===== config.mk =====
export PLATFORM = sky130hd
export DESIGN_NAME = mw_erase_seq
export DESIGN_NICKNAME = d
export VERILOG_FILES = /design/src/rtl/mwe_pkg.sv /design/src/rtl/mwe_datapath.sv /design/src/rtl/mwe_control.sv /design/src/rtl/mw_erase_seq.sv
export SDC_FILE = /design/constraint.sdc
export NUM_CORES = 1
export LEC_CHECK = 0
export BUFFER_PORTS_ARGS = -buffer_cell sky130_fd_sc_hd__clkbuf_2
export CAP_MARGIN = 25
export CELL_PAD_IN_SITES_DETAIL_PLACEMENT = 2
export CELL_PAD_IN_SITES_GLOBAL_PLACEMENT = 2
export CORE_MARGIN = 2
export CORE_UTILIZATION = 35
export CTS_BUF_LIST = sky130_fd_sc_hd__clkbuf_16
export CTS_CLUSTER_SIZE = 28
export DETAILED_ROUTE_END_ITERATION = 10
export GPL_TIMING_DRIVEN = 1
export PLACE_DENSITY = 0.86
export SYNTH_ARGS = -nofsm -noshare
export SYNTH_HDL_FRONTEND = slang
export SYNTH_SLANG_ARGS = --single-unit
export TNS_END_PERCENT = 20

===== constraint.sdc =====
create_clock -name clk -period 1.7 [get_ports clk]
set_clock_uncertainty 0.1 [all_clocks]
set_input_delay 0.085 -clock clk [delete_from_list [all_inputs] [get_ports clk]]
set_output_delay 0.085 -clock clk [all_outputs]
set_load 0.05 [all_outputs]

===== src/rtl/mwe_pkg.sv =====
package mwe_pkg;

  localparam logic       START_BIT    = 1'b1;
  localparam logic [1:0] OPCODE_ERASE = 2'b11;

  typedef enum logic [2:0] {
    ST_IDLE,
    ST_SHIFT,
    ST_CSLOW,
    ST_POLL,
    ST_CLEAR
  } mweState_t;

  // strobes from control to datapath
  typedef struct packed {
    logic load;
    logic divClr;
    logic sckRise;
    logic sckFall;
    logic shiftNext;
    logic csHigh;
    logic csLow;
    logic diLow;
    logic diHigh;
    logic lowClr;
    logic timerStart;
    logic timerStop;
  } mweStrobe_t;

  // status from datapath to control
  typedef struct packed {
    logic tick;
    logic sckHigh;
    logic lastBit;
    logic frameDone;
    logic lowDone;
    logic timeout;
    logic ready;
  } mweStatus_t;

endpackage


===== src/rtl/mwe_datapath.sv =====
module mwe_datapath
  import mwe_pkg::*;
#(
  parameter int ADDR_W      = 6,
  parameter int CLK_DIV     = 4,
  parameter int CS_LOW_CLKS = 25,
  parameter int POLL_LIMIT  = 2000
) (
  input  logic              clk,
  input  logic              rstN,
  input  logic [ADDR_W-1:0] addr,
  input  logic              mwDo,
  input  mweStrobe_t        stb,
  output mweStatus_t        st,
  output logic              mwCs,
  output logic              mwSck,
  output logic              mwDi
);

  localparam int FRAME_W = 3 + ADDR_W;
  localparam int REST_W  = FRAME_W - 1;
  localparam int BIT_W   = $clog2(FRAME_W + 1);
  localparam int DIV_W   = $clog2(CLK_DIV + 1);
  localparam int LOW_W   = $clog2(CS_LOW_CLKS + 1);
  localparam int TMR_W   = $clog2(POLL_LIMIT + 1);

  logic [DIV_W-1:0]  divCnt;
  logic [REST_W-1:0] restBits;
  logic [BIT_W-1:0]  bitCnt;
  logic [LOW_W-1:0]  lowCnt;
  logic [TMR_W-1:0]  timer;
  logic              timing;
  logic [1:0]        doSync;
  logic              csReg, sckReg, diReg;

  // serial clock divider: one tick per half period
  always_ff @(posedge clk or negedge rstN) begin
    if (!rstN)                                divCnt <= '0;
    else if (stb.divClr)                      divCnt <= '0;
    else if (divCnt == DIV_W'(CLK_DIV - 1))   divCnt <= '0;
    else                                      divCnt <= divCnt + 1'b1;
  end

  // frame shifter; start bit goes straight to diReg on load
  always_ff @(posedge clk or negedge rstN) begin
    if (!rstN) begin
      restBits <= '0;
      bitCnt   <= '0;
    end else if (stb.load) begin
      restBits <= {OPCODE_ERASE, addr};
      bitCnt   <= BIT_W'(FRAME_W);
    end else begin
      if (stb.shiftNext) restBits <= {restBits[REST_W-2:0], 1'b0};
      if (stb.sckRise && bitCnt != '0) bitCnt <= bitCnt - 1'b1;
    end
  end

  // pin registers
  always_ff @(posedge clk or negedge rstN) begin
    if (!rstN) begin
      csReg  <= 1'b0;
      sckReg <= 1'b0;
      diReg  <= 1'b0;
    end else begin
      if (stb.csHigh)      csReg <= 1'b1;
      else if (stb.csLow)  csReg <= 1'b0;
      if (stb.sckRise)     sckReg <= 1'b1;
      else if (stb.sckFall) sckReg <= 1'b0;
      if (stb.load || stb.diHigh) diReg <= START_BIT;
      else if (stb.diLow)         diReg <= 1'b0;
      else if (stb.shiftNext)     diReg <= restBits[REST_W-1];
    end
  end

  // chip-select low-time counter
  always_ff @(posedge clk or negedge rstN) begin
    if (!rstN)                                   lowCnt <= '0;
    else if (stb.lowClr)                         lowCnt <= '0;
    else if (lowCnt != LOW_W'(CS_LOW_CLKS - 1))  lowCnt <= lowCnt + 1'b1;
  end

  // programming-cycle timeout counter
  always_ff @(posedge clk or negedge rstN) begin
    if (!rstN) begin
      timing <= 1'b0;
      timer  <= '0;
    end else if (stb.timerStart) begin
      timing <= 1'b1;
      timer  <= '0;
    end else if (stb.timerStop) begin
      timing <= 1'b0;
    end else if (timing && timer != TMR_W'(POLL_LIMIT - 1)) begin
      timer <= timer + 1'b1;
    end
  end

  // ready/busy synchroniser
  always_ff @(posedge clk or negedge rstN) begin
    if (!rstN) doSync <= 2'b00;
    else       doSync <= {doSync[0], mwDo};
  end

  always_comb begin
    st.tick      = (divCnt == DIV_W'(CLK_DIV - 1));
    st.sckHigh   = sckReg;
    st.lastBit   = (bitCnt == BIT_W'(1));
    st.frameDone = (bitCnt == '0);
    st.lowDone   = (lowCnt == LOW_W'(CS_LOW_CLKS - 1));
    st.timeout   = timing && (timer == TMR_W'(POLL_LIMIT - 1));
    st.ready     = doSync[1];
  end

  assign mwCs  = csReg;
  assign mwSck = sckReg;
  assign mwDi  = diReg;

endmodule


===== src/rtl/mwe_control.sv =====
module mwe_control
  import mwe_pkg::*;
#(
  parameter int EARLY_START = 0
) (
  input  logic       clk,
  input  logic       rstN,
  input  logic       req,
  input  mweStatus_t st,
  output mweStrobe_t stb,
  output logic       busy,
  output logic       done,
  output logic       err
);

  mweState_t state, stateNext;
  logic      doneNext, errNext;
  logic      startOnRise, startOnFall;

  // variant selects where the programming-cycle timer begins
  generate
    if (EARLY_START != 0) begin : g_early
      assign startOnRise = 1'b1;
      assign startOnFall = 1'b0;
    end else begin : g_std
      assign startOnRise = 1'b0;
      assign startOnFall = 1'b1;
    end
  endgenerate

  always_comb begin
    stb       = '0;
    stateNext = state;
    doneNext  = 1'b0;
    errNext   = 1'b0;
    unique case (state)
      ST_IDLE: begin
        if (req) begin
          stb.load   = 1'b1;
          stb.divClr = 1'b1;
          stb.csHigh = 1'b1;
          stateNext  = ST_SHIFT;
        end
      end
      ST_SHIFT: begin
        if (st.tick) begin
          if (!st.sckHigh) begin
            stb.sckRise = 1'b1;
            if (startOnRise && st.lastBit) stb.timerStart = 1'b1;
          end else begin
            stb.sckFall = 1'b1;
            if (st.frameDone) begin
              stb.csLow  = 1'b1;
              stb.diLow  = 1'b1;
              stb.lowClr = 1'b1;
              if (startOnFall) stb.timerStart = 1'b1;
              stateNext = ST_CSLOW;
            end else begin
              stb.shiftNext = 1'b1;
            end
          end
        end
      end
      ST_CSLOW: begin
        if (st.timeout) begin
          stb.timerStop = 1'b1;
          errNext       = 1'b1;
          stateNext     = ST_IDLE;
        end else if (st.lowDone) begin
          stb.csHigh = 1'b1;
          stateNext  = ST_POLL;
        end
      end
      ST_POLL: begin
        if (st.timeout) begin
          stb.timerStop = 1'b1;
          stb.csLow     = 1'b1;
          errNext       = 1'b1;
          stateNext     = ST_IDLE;
        end else if (st.ready) begin
          stb.timerStop = 1'b1;
          stb.diHigh    = 1'b1;
          stb.divClr    = 1'b1;
          stateNext     = ST_CLEAR;
        end
      end
      ST_CLEAR: begin
        if (st.tick) begin
          if (!st.sckHigh) begin
            stb.sckRise = 1'b1;
          end else begin
            stb.sckFall = 1'b1;
            stb.csLow   = 1'b1;
            stb.diLow   = 1'b1;
            doneNext    = 1'b1;
            stateNext   = ST_IDLE;
          end
        end
      end
      default: stateNext = ST_IDLE;
    endcase
  end

  always_ff @(posedge clk or negedge rstN) begin
    if (!rstN) begin
      state <= ST_IDLE;
      done  <= 1'b0;
      err   <= 1'b0;
    end else begin
      state <= stateNext;
      done  <= doneNext;
      err   <= errNext;
    end
  end

  assign busy = (state != ST_IDLE);

endmodule


===== src/rtl/mw_erase_seq.sv =====
module mw_erase_seq
  import mwe_pkg::*;
#(
  parameter int ADDR_W      = 6,
  parameter int CLK_DIV     = 4,
  parameter int CS_LOW_CLKS = 25,
  parameter int POLL_LIMIT  = 2000,
  parameter int EARLY_START = 0
) (
  input  logic              clk,
  input  logic              rstN,
  input  logic              req,
  input  logic [ADDR_W-1:0] addr,
  output logic              busy,
  output logic              done,
  output logic              err,
  output logic              mwCs,
  output logic              mwSck,
  output logic              mwDi,
  input  logic              mwDo
);

  mweStrobe_t stb;
  mweStatus_t st;

  mwe_control #(.EARLY_START(EARLY_START)) uCtrl (
    .clk(clk), .rstN(rstN), .req(req), .st(st), .stb(stb),
    .busy(busy), .done(done), .err(err)
  );

  mwe_datapath #(
    .ADDR_W(ADDR_W), .CLK_DIV(CLK_DIV),
    .CS_LOW_CLKS(CS_LOW_CLKS), .POLL_LIMIT(POLL_LIMIT)
  ) uDp (
    .clk(clk), .rstN(rstN), .addr(addr), .mwDo(mwDo), .stb(stb), .st(st),
    .mwCs(mwCs), .mwSck(mwSck), .mwDi(mwDi)
  );

endmodule


## Yosys cells after proc, flatten, opt, wreduce, memory -nomap -nowiden

Cells that the tools add are included.

| cells by class | value |
|---|---|
| multiplexer cells | 66 |
| divide/modulo/power cells | 0 |
| bitwise gates (word level) | 0 |
| equality and inequality tests | 18 |
| magnitude comparators | 0 |
| multiply operators | 0 |
| shift-type cells | 0 |
| reduce and logical (&&, ||, !) cells | 19 |
| $add $sub $neg | 4 |

Operator list:

| cell | count |
|---|---|
| two-way mux 3 bit | 13 |
| two-way mux 11 bit | 3 |
| two-way mux 1 bit | 27 |
| two-way mux 2 bit | 10 |
| two-way mux 8 bit | 2 |
| case mux 3 bit (5 select lines) | 1 |
| nonzero test 2 bit | 7 |
| adder 11 x 1 -> 11 bit (second input constant) | 1 |
| == test 11 bit (second input constant) | 1 |
| inequality test 11 bit (second input constant) | 1 |
| two-way mux 5 bit | 2 |
| == test 3 x 2 -> 1 bit (second input constant) | 3 |
| two-way mux 4 bit | 2 |
| inequality test 2 bit (second input constant) | 4 |
| case mux 1 bit (2 select lines) | 4 |
| AND reduction 8 bit | 1 |
| inequality test 2 x 1 -> 1 bit (second input constant) | 3 |
| nonzero test 3 bit | 2 |
| adder 5 x 1 -> 5 bit (second input constant) | 1 |
| == test 5 bit (second input constant) | 1 |
| inequality test 5 bit (second input constant) | 1 |
| logical NOT 4 bit | 1 |
| case mux 2 bit (2 select lines) | 1 |
| nonzero test 4 bit | 1 |
| 12 further kinds | 14 |

| word-level totals | value |
|---|---|
| logic and storage cells | 120 |
| output and inout bits | 6 |
| memory bits (writable) | 0 |
| latch bits | 0 |
| memories kept | 0 |
| ROM bits | 0 |
| input bits | 10 |
| flip-flop bits (word level) | 42 |

## Depth between registers and ports, before layout

Gate-level depths: netlist (run 1).

| logic depth | value |
|---|---|
| word-level depth | 8 |
| mapped depth | 7 |
| gate-level depth less buffers | 6 |

## Cells and area by module

Synthesis (run 1) repeated with hierarchy kept, for this count alone.

| second synthesis, totals | value |
|---|---|
| cells, all modules | 235 |
| area total of the unflattened synthesis | 2290.9 um^2 |

By module, submodules not included:

| module | seq. area each (um^2) | times used | area each (um^2) | cells an instance |
|---|---|---|---|---|
| mwe_datapath | 925.9 | 1 | 1866.8 | 180 |
| mwe_control | 125.1 | 1 | 424.2 | 55 |

## Worst setup path before layout (run 1)

No wires, ideal clock.

| path | value |
|---|---|
| path type | reg2reg |
| start point | register uDp.sckReg, in the netlist uDp.mwSck |
| end point | register uDp.restBits[1] |
| clock period less this slack | 1.948 ns |
| stages on the path, launching flop included | 6 |
| slack | -0.248 ns |
| arrival | 1.723 ns |
| buffers on the path | 1 |
| library setup time | 0.126 ns |
| required time | 1.474 ns |
| cell sequence | dfrtp_1 -> nand4bb_1 -> buf_6 -> nor3_4 -> mux2i_1 -> a21oi_1 |

| between the ends | value |
|---|---|
| cells in the longest elaborated chain, start to end | 4 |

RTL lines:

| what | RTL line | text |
|---|---|---|
| start, declared | mwe_datapath.sv:34 | `logic csReg, sckReg, diReg;` |
| start signal, assigned | mwe_datapath.sv:62 | `sckReg <= 1'b0;` |
| start signal, assigned | mwe_datapath.sv:67 | `if (stb.sckRise) sckReg <= 1'b1;` |
| start signal, assigned | mwe_datapath.sv:68 | `else if (stb.sckFall) sckReg <= 1'b0;` |
| two-way mux 2 bit | mwe_control.sv:47 | `if (!st.sckHigh) begin` |
| two-way mux 3 bit | mwe_control.sv:46 | `if (st.tick) begin` |
| two-way mux 1 bit | mwe_control.sv:36 | `unique case (state)` |
| nonzero test 2 bit (no line) | - |  |
| end signal, assigned | mwe_datapath.sv:50 | `restBits <= {OPCODE_ERASE, addr};` |
| end signal, assigned | mwe_datapath.sv:53 | `if (stb.shiftNext) restBits <= {restBits[REST_W-2:0], 1'b0};` |
| end, declared | mwe_datapath.sv:28 | `logic [REST_W-1:0] restBits;` |

No other way between the ends.
A chain may end at the register's enable or synchronous reset.

## Worst setup path after layout (run 1)

| path | value |
|---|---|
| start point | register uDp.bitCnt[0] |
| end point | register uDp.timer[2] |

| between the ends | value |
|---|---|
| cells in the longest elaborated chain, start to end | 7 |
| elaborated cells between the ends (all ways) | 9 |
| classes of those cells | 1 x eq/ne; 5 x mux; 3 x reduce/logical |

RTL lines:

| what | RTL line | text |
|---|---|---|
| start, declared | mwe_datapath.sv:29 | `logic [BIT_W-1:0] bitCnt;` |
| start signal, assigned | mwe_datapath.sv:51 | `bitCnt <= BIT_W'(FRAME_W);` |
| start signal, assigned | mwe_datapath.sv:54 | `if (stb.sckRise && bitCnt != '0) bitCnt <= bitCnt - 1'b1;` |
| logical NOT 4 bit * | mwe_datapath.sv:107 | `st.frameDone = (bitCnt == '0);` |
| two-way mux 2 bit * | - |  |
| two-way mux 1 bit * | mwe_control.sv:47 |  |
| two-way mux 2 bit * | mwe_control.sv:46 |  |
| two-way mux 2 bit * | mwe_control.sv:36 |  |
| inequality test 2 x 1 -> 1 bit (no line) or nonzero test 2 bit (tied branches) | - |  |
| AND reduction 2 bit (no line) | - |  |
| end signal, assigned | mwe_datapath.sv:93 | `timer <= timer + 1'b1;` |
| end, declared | mwe_datapath.sv:31 | `logic [TMR_W-1:0] timer;` |

Mark *: on every way between the ends. The rest lies on a longest branch, timed or not.

==> results list, run 1 <==
- Share of synthesized registers carrying an async set or reset: 1.00
* Die height: 83.4 µm
- Level count of the clock H-tree: 2
- Initial antenna violation count: 0
- Summing over every cut layer, the via total after detailed routing is 2052.
- Across the run, the number of max-cap violations was 0.
- The synthesized design contains 42 register bits.
- Number of instances in the placed design: 343
- Timing analysis after detailed placement gives a worst setup slack of -222 ps.
- Of the total synthesized cell area, the portion taken by AND, OR, NAND and NOR gates is 0.265.
- Max-slew headroom at the worst pin: 0.716
- Largest cells by area after synthesis: sky130_fd_sc_hd__dfrtp_1, sky130_fd_sc_hd__nor2_1, sky130_fd_sc_hd__mux2i_1, sky130_fd_sc_hd__a21oi_1, sky130_fd_sc_hd__nand2_1
* P per Cell Area: 1640 nW/µm²
- The cell area that synthesis handed to floorplanning was 2210 µm².
* Number of diodes added for antenna fixing: 0
- The largest total area in the synthesized netlist belongs to sky130_fd_sc_hd__dfrtp_1.
- Die width: 83.4 µm
* Arrival time reported for the critical path endpoint: 2000 ps
- Count of flip-flops with a built-in enable after synthesis: 0
* Highest attainable clock frequency: 517 MHz
* DRT iter0 DRCs: 89
* Multiplexer fraction of the synthesized cell area: 0.0459
* Complex-gate fraction of the synthesized area: 0.102
- Worst VDD drop: 0.000912 V
- Crit-path max FO: 5
* Minimum setup slack in the final design: -235 ps
- Shortest clock period the worst path allows after layout: 1940 ps
- Proportion of netlist area held by the largest area contributor: 0.476
* Leading cell types in the layout, fill and taps excluded: sky130_fd_sc_hd__buf_4, sky130_fd_sc_hd__dfrtp_1, sky130_fd_sc_hd__nor2_1
- The final reports fail on negative setup slack.
- Clock latency at the later pin of the worst-skew pair: 290 ps
- The path class of the tightest hold or removal check is in -> async.
* Final core occ: 0.533
* Largest net degree at the start of global routing: 19
* Yosys warnings: 0
- Detailed placement ended at an HPWL of 4850 µm.
- The floorplan has 28 rows.
* Area added between synthesis and finish: 45.4%
* RSZ-0062 raised after global routing: yes
- Sink count of the clock tree: 42
- Kind of end point of the critical path: flop
- The number of different library cells used by synthesis comes to 48.
- The floorplan step defined a die boundary enclosing 6960 µm².
- Total routing resource utilization after global routing: 0.244
- CTS root buf: sky130_fd_sc_hd__clkbuf_16
* Worst EP required: 1760 ps
* Number of non-filler instances in the completed layout: 374
- Per-cell via count in the routed design: 5.49
- The average instance in the mapped netlist occupies 10.0 µm².
- In this run the remaining antenna-violating nets after routing total 0.
* Wire length of the first global-routing pass: 13100 µm
- At the pin with the least slew margin, the transition time is 420 ps.
* CORE AREA: 6030 µm²
- Element type at the critical path start: flop
* Drt pass-1 iters: 4
- Detailed Route WL: 8920 µm
* Clock-pin slew on the worst setup and hold paths: 70 ps
- The count of final max-slew check failures is 0.
* Cell breakdown of the critical path: inv_2, ha_4, or3b_4, or3_4, o211ai_1, nand2_1
- Of the available clock period, the critical path in the final layout requires 1.14.
- Net count, final: 313
- Kind of critical path: reg -> reg
* Global route overflow: 0
- Buffers placed on the I/O ports in this run total 15.
* Clock tree from TritonCTS: built
- Starting Density: 0.366
- Area share of fa/ha/maj cells after synthesis: 0.0283
- Register area share after synthesis: 0.476
- Setup violators final: 32
* Worst stage delay on the critical path: 440 ps
- Leakage Power: 0.00144 µW
- Most common flop cell mapped by yosys: sky130_fd_sc_hd__dfrtp_1
- In the routed design, unresolved DRC markers number 0.
- The number of global-route vias before repair came to 2436.
- Largest family of logic cells by synthesized area: simple AND/OR/NAND/NOR gates
- 16 I/O pins were placed.
- Maximum number of buffers from clock root to sink: 2
* Setup TNS: -5870 ps
* Total CTS buffers: 5
- The congestion estimate from routability-driven global placement came to 0.769.
* Slowest library cell on the worst path: sky130_fd_sc_hd__or3b_4
* Mapped Cells: 220
* Most common library cell in the layout ignoring fill and taps: sky130_fd_sc_hd__buf_4
* Run status: finished, violations left
- XOR/XNOR Fraction of Synth Area: 0.0436
- Final design instance area without fill: 3210 µm²
- Final Hold Viols: 0
- Number of nets in the synthesized netlist: 235
- In this run the cell area measured after placement is 2650 µm².
- Fraction of final layout cells with drive strength greater than 1: 0.408
- DR WL/cell: 23.9 µm
routing by layer:
metal | up-vias | GRT usage | share of wire
met1 | 1055 | 0.260 | 0.40
li1 | 934 | - | -
met5 | - | 0 | 0
met2 | 41 | 0.482 | 0.54
met3 | 22 | 0.0358 | 0.021
met4 | 0 | 0.0865 | 0.036
what timing repair did:
| action | 4_1_cts | 5_1_grt |
|---|---|---|
| cloned | 0 | 0 |
| hold buffers | 8 | 0 |
| endpoints found under the setup margin | 37 | 36 |
| hold endpoints to repair | 49 | 0 |
| setup buffers | 11 | 4 |
| pin swaps | 18 | 3 |
| gates resized for setup | 33 | 19 |
registers in the layout, indices dropped and copies added, names as in the netlist, 2 cells and up:
register      cells
uCtrl.state       3
uDp.divCnt        3
uDp.doSync        2
uDp.bitCnt        4
uDp.lowCnt        5
uDp.timer        11
uDp.restBits      8
power by group:
part,internal [µW],switching (µW)
sequential,1320,334
combinational,1150,1320
clock,694,437
total,3170,2090
path summary, 6_finish.rpt:
kind	startpoint	to	slack [ps]	cells past startpoint
max in group asynchronous	rstN	uCtrl.state[2]$_DFFE_PN0P_	840	3
hold / removal	rstN	uDp.timer[5]$_DFFE_PN0P_	100	2
hold reg to reg	uDp.doSync[0]$_DFF_PN0_	uDp.doSync[1]$_DFF_PN0_	260	0
setup / recovery	uDp.bitCnt[0]$_DFFE_PN0P_	uDp.timer[2]$_DFFE_PN0P_	-240	6
setup reg to reg	uDp.bitCnt[0]$_DFFE_PN0P_	uDp.timer[2]$_DFFE_PN0P_	-240	6
min in group clk	req	uCtrl.state[0]$_DFFE_PN0P_	110	3
synth_stat cells (all sizes together) (3+ instances only):
cell type / n
nor3b: 3
inv: 8
a21oi: 15
mux2i: 9
nand4: 3
or3: 5
nand2: 17
or4b: 3
nand2b: 3
nand3: 9
o21ai: 12
and3: 3
or4: 3
nor3: 5
dfrtp: 42
buf: 9
nor2: 25
xor2: 5
xnor2: 6
nor2b: 3
ha: 5
through the flow:
step / total power (µW) / hold WS [ps]
floorplan: 2690 / -311
finish: 5260 / 103
CTS: 4860 / 84.8
global route: 5510 / 137
detailed placement: 3380 / -130
global placement: 3230 / -133
cell families (layout without fill, tap and decap cells):
kind of cell	Yosys count	after routing
flops	42	42
fa+ha+maj	5	5
buf+inv	18	97
xor+xnor	11	11
simple gates	96	96
mux	10	10
compound gates	38	38
final cells by class:
type	count	area, µm²
clock inverter	3	45.0
sequential	42	1050
inverter	8	30.0
timing repair buffer	81	638
tap	75	93.8
fill	589	2810
multi-input combinational	160	1230
clock buffer	5	125
worst max-delay path: cells and delay by family (launching register included):
| kind | cells | cell delay [ps] |
|---|---|---|
| buffers and inverters | 1 | 110 |
| AND/OR/NAND/NOR | 3 | 920 |
| flip-flops | 1 | 410 |
| adder cells (fa/ha/maj) | 1 | 160 |
| AO/OA/AOI/OAI | 1 | 110 |
No activity file was read; power rests on OpenSTA's default activity.
==> run 2, diff against run 1 <==
--- a/config.mk
+++ b/config.mk
@@ -10,12 +10,12 @@
 export CELL_PAD_IN_SITES_DETAIL_PLACEMENT = 2
 export CELL_PAD_IN_SITES_GLOBAL_PLACEMENT = 2
 export CORE_MARGIN = 2
-export CORE_UTILIZATION = 35
+export CORE_UTILIZATION = 38
 export CTS_BUF_LIST = sky130_fd_sc_hd__clkbuf_16
 export CTS_CLUSTER_SIZE = 28
 export DETAILED_ROUTE_END_ITERATION = 10
 export GPL_TIMING_DRIVEN = 1
-export PLACE_DENSITY = 0.86
+export PLACE_DENSITY = 0.89
 export SYNTH_ARGS = -nofsm -noshare
 export SYNTH_HDL_FRONTEND = slang
 export SYNTH_SLANG_ARGS = --single-unit
==> constraint.sdc (replaced) <==
create_clock -name clk -period 1.8 [get_ports clk]
set_clock_uncertainty 0.1 [all_clocks]
set_input_delay 0.09 -clock clk [delete_from_list [all_inputs] [get_ports clk]]
set_output_delay 0.09 -clock clk [all_outputs]
set_load 0.05 [all_outputs]
==> run 2 against run 1 <==
Against the previous run:
- the flow still finishes with violations (negative setup slack)
- register-to-register slack worse by 20 ps
- global-route usage is 6.6 points higher
- clock power hardly changed
- wire length is 26% higher
- die area is 7.5% lower
- critical path type unchanged
- largest power group unchanged
- highest routed layer unchanged
==> results list, run 2 (same netlist as run 1, synthesis figures left out) <==
* Flip-flop count of the largest register after layout: 11 (unchanged)
* Element type at the critical path start: flop
- The H-tree depth is 2 (unchanged).
* Power consumption: 5150 µW (-2.0%)
* Crit-path max FO: 5 (unchanged)
* Total CTS buffers: 5 (unchanged)
- RSZ-0062 raised after global routing: yes
* Max-cap violations: 0 (unchanged)
* Reg2reg end: uDp.timer[2]$_DFFE_PN0P_
* CTS root buf: sky130_fd_sc_hd__clkbuf_16
- Max-slew headroom at the worst pin: 0.611 (-0.105)
* Part of the cycle the worst path needs: 1.14 (+0.00321)
- # rows: 27 (-3.6%)
- The post-detailed-route count of antenna-violating nets is 0 (unchanged).
* Detailed Route WL: 11200 µm (+26%)
- DR vias: 2214 (+7.9%)
- The aggregate global-route resource usage came to 0.310 (+0.0655).
- Ports: 16 (unchanged)
- The maximum resistive drop on vdd was 0.00107 V (+18%).
* Wire length of the first global-routing pass: 14000 µm (+6.4%)
- Drt pass-1 iters: 4 (unchanged)
- Fraction of final layout cells with drive strength greater than 1: 0.378 (-0.0305)
- The minimum clock period is 2050 ps (+120 ps).
- Net count, final: 308 (-1.6%)
* Worst R2R Setup Slack: -250 ps (-20 ps)
- The global placer's final weighted congestion is 0.806 (+4.8%).
- Global route overflow: 0 (unchanged)
- Area of the die: 6440 µm² (-7.5%)
* FF-to-FF Start: uDp.bitCnt[0]$_DFFE_PN0P_
* Starting Density: 0.396 (+0.0297)
- Setup violators final: 34 (+6.3%)
- The detail-routed net length per standard cell was 30.6 µm (+28%).
- The post-detailed-route DRC marker count is 0 (unchanged).
- Hold Path Cell Cnt: 3
- The number of violations reported at the end of detailed-routing iteration 0 was 121 (+36%).
- Sink count of the clock tree: 42 (unchanged)
* Run status: finished, violations left
- The post-route non-filler standard cell count was 366 (-2.1%).
- The vertical die dimension was 80.2 µm (-3.8%).
* Slew at the pin closest to its max-slew limit: 584 ps (+163 ps)
- Worst EP required: 1860 ps (+100 ps)
- The post-layout worst setup margin is -255 ps (-19.6 ps).
- Maximum number of buffers from clock root to sink: 2 (unchanged)
- The count of cells along the worst register-to-register path was 6 (unchanged).
- The via density per instance was 6.05 (+10%).
- Clock tree from TritonCTS: built
- The clock edge transition at the registers on the reported setup and hold paths came to 70 ps (about the same).
* P per Cell Area: 1640 nW/µm² (+0.26%)
* Die width: 80.2 µm (-3.8%)
* Count of input and output buffers: 15 (unchanged)
- Most common library cell in the layout ignoring fill and taps: sky130_fd_sc_hd__buf_4
- The half-perimeter wire length after detailed placement came to 4830 µm (-0.34%).
- Largest regs: uDp.timer: 11 flops, uDp.restBits: 8 flops, uDp.lowCnt: 5 flops
- The achievable frequency was 487 MHz (-5.8%).
- Hold Crit Endpoint: uDp.restBits[5]$_DFFE_PN0P_
- The number of cells in the design after placement is 333 (-2.9%).
* Kind of critical path: reg -> reg
- Min-delay src: addr[5]
- Min-Delay Path Class: in -> reg
* CORE AREA: 5570 µm² (-7.5%)
- The antenna diode count is 0 (unchanged).
- The number of global-route vias before repair is 2403 (-1.4%).
- Leakage Power: 0.00143 µW (-0.77%)
- Arrival time reported for the critical path endpoint: 2110 ps (+110 ps)
- Area added between synthesis and finish: 42.2%
- The initial antenna violation count is 0 (unchanged).
- Register ranked first by flip-flop count: uDp.timer
- Placement-stage worst setup slack: -202 ps (+19.5 ps)
- Leading cell types in the layout, fill and taps excluded: sky130_fd_sc_hd__buf_4, sky130_fd_sc_hd__dfrtp_1, sky130_fd_sc_hd__nor2_1
- Failing checks: negative setup slack
- The insertion delay of the later-clocked pin in the worst-skew pair came to 310 ps (+20 ps).
- Final Hold Viols: 0 (unchanged)
* Largest net degree at the start of global routing: 43 (+24)
- STA classifies the critical path endpoint as a flop.
- Count of pins over their slew limit: 0 (unchanged)
- The share of the core filled with cells is 0.563 (+0.0302).
[run 2: changes by cell type in the layout (fill, tap and decap cells not counted), moves of 2 or more]
cell,change
sky130_fd_sc_hd__buf_8,-2
sky130_fd_sc_hd__buf_4,-2
sky130_fd_sc_hd__o21ai_1,+3
sky130_fd_sc_hd__mux2i_1,+2
sky130_fd_sc_hd__o21ai_0,-3
sky130_fd_sc_hd__nor3b_2,-2
sky130_fd_sc_hd__nor3b_1,+2
[run 2: worst max-delay path, stage by stage, from the launching register on]
cell,delay [ps]
sky130_fd_sc_hd__dfrtp_1,420
sky130_fd_sc_hd__inv_2,90
sky130_fd_sc_hd__ha_4,150
sky130_fd_sc_hd__or3b_4,410
sky130_fd_sc_hd__or3_4,390
sky130_fd_sc_hd__o211ai_1,170
sky130_fd_sc_hd__nand2_1,160
[run 2: timing repair]
action | in CTS | in global routing
endpoints found under the setup margin | 35 | 39
endpoints found under the hold margin | 48 | 0
hold buffers | 7 | 0
pin swaps | 7 | 9
buffers inserted | 10 | 8
gates resized for setup | 20 | 26
[run 2: stage by stage]
step | setup TNS [ps] | hold slack (ps) | instance area [µm²]
detailed placement | -3370 | 103 | 2590
CTS | -830 | 18.8 | 2970
global placement | -256 | 100 | 2590
floorplan | -40.8 | -306 | 2210
global route | -4830 | 28.9 | 3140
finish | -2940 | 29.5 | 3140
[run 2: metal layers]
metal  GRT usage  vias up  wire, µm
li1            -      922         -
met2       0.578       90      5730
met5           0        -         0
met1       0.321     1149      4140
met4       0.183        0       817
met3      0.0517       53       529
[run 2: power by group]
part / switching, µW / total, µW / internal [µW]
logic: 1430 / 2470 / 1050
clock network: 452 / 1100 / 652
registers: 321 / 1570 / 1250
[run 2: how the worst max path moves through the flow]
stage | to | cells after the start | slack, ps | start
after floorplan | uDp.timer[2]$_DFFE_PN0P_ | 6 | -30 | uDp.bitCnt[0]$_DFFE_PN0P_
after global placement | uDp.mwDi$_DFFE_PN0P_ | 6 | -50 | uDp.divCnt[0]$_DFF_PN0_
after detailed placement | uDp.timer[2]$_DFFE_PN0P_ | 6 | -200 | uDp.bitCnt[1]$_DFFE_PN0P_
after CTS | uDp.bitCnt[1]$_DFFE_PN0P_ | 6 | -140 | uDp.divCnt[0]$_DFF_PN0_
after global routing | uDp.timer[3]$_DFFE_PN0P_ | 6 | -310 | uDp.timer[1]$_DFFE_PN0P_
final | uDp.timer[2]$_DFFE_PN0P_ | 6 | -250 | uDp.bitCnt[0]$_DFFE_PN0P_
[run 2: area by class of cell]
| cell class | instances | area, µm² |
|---|---|---|
| Clock buffer | 5 | 125 |
| Clock inverter | 3 | 41.3 |
| Fill cell | 553 | 2430 |
| Inverter | 8 | 30.0 |
| Multi-Input combinational cell | 160 | 1220 |
| Sequential cell | 42 | 1050 |
| Tap cell | 72 | 90.1 |
| Timing Repair Buffer | 76 | 577 |
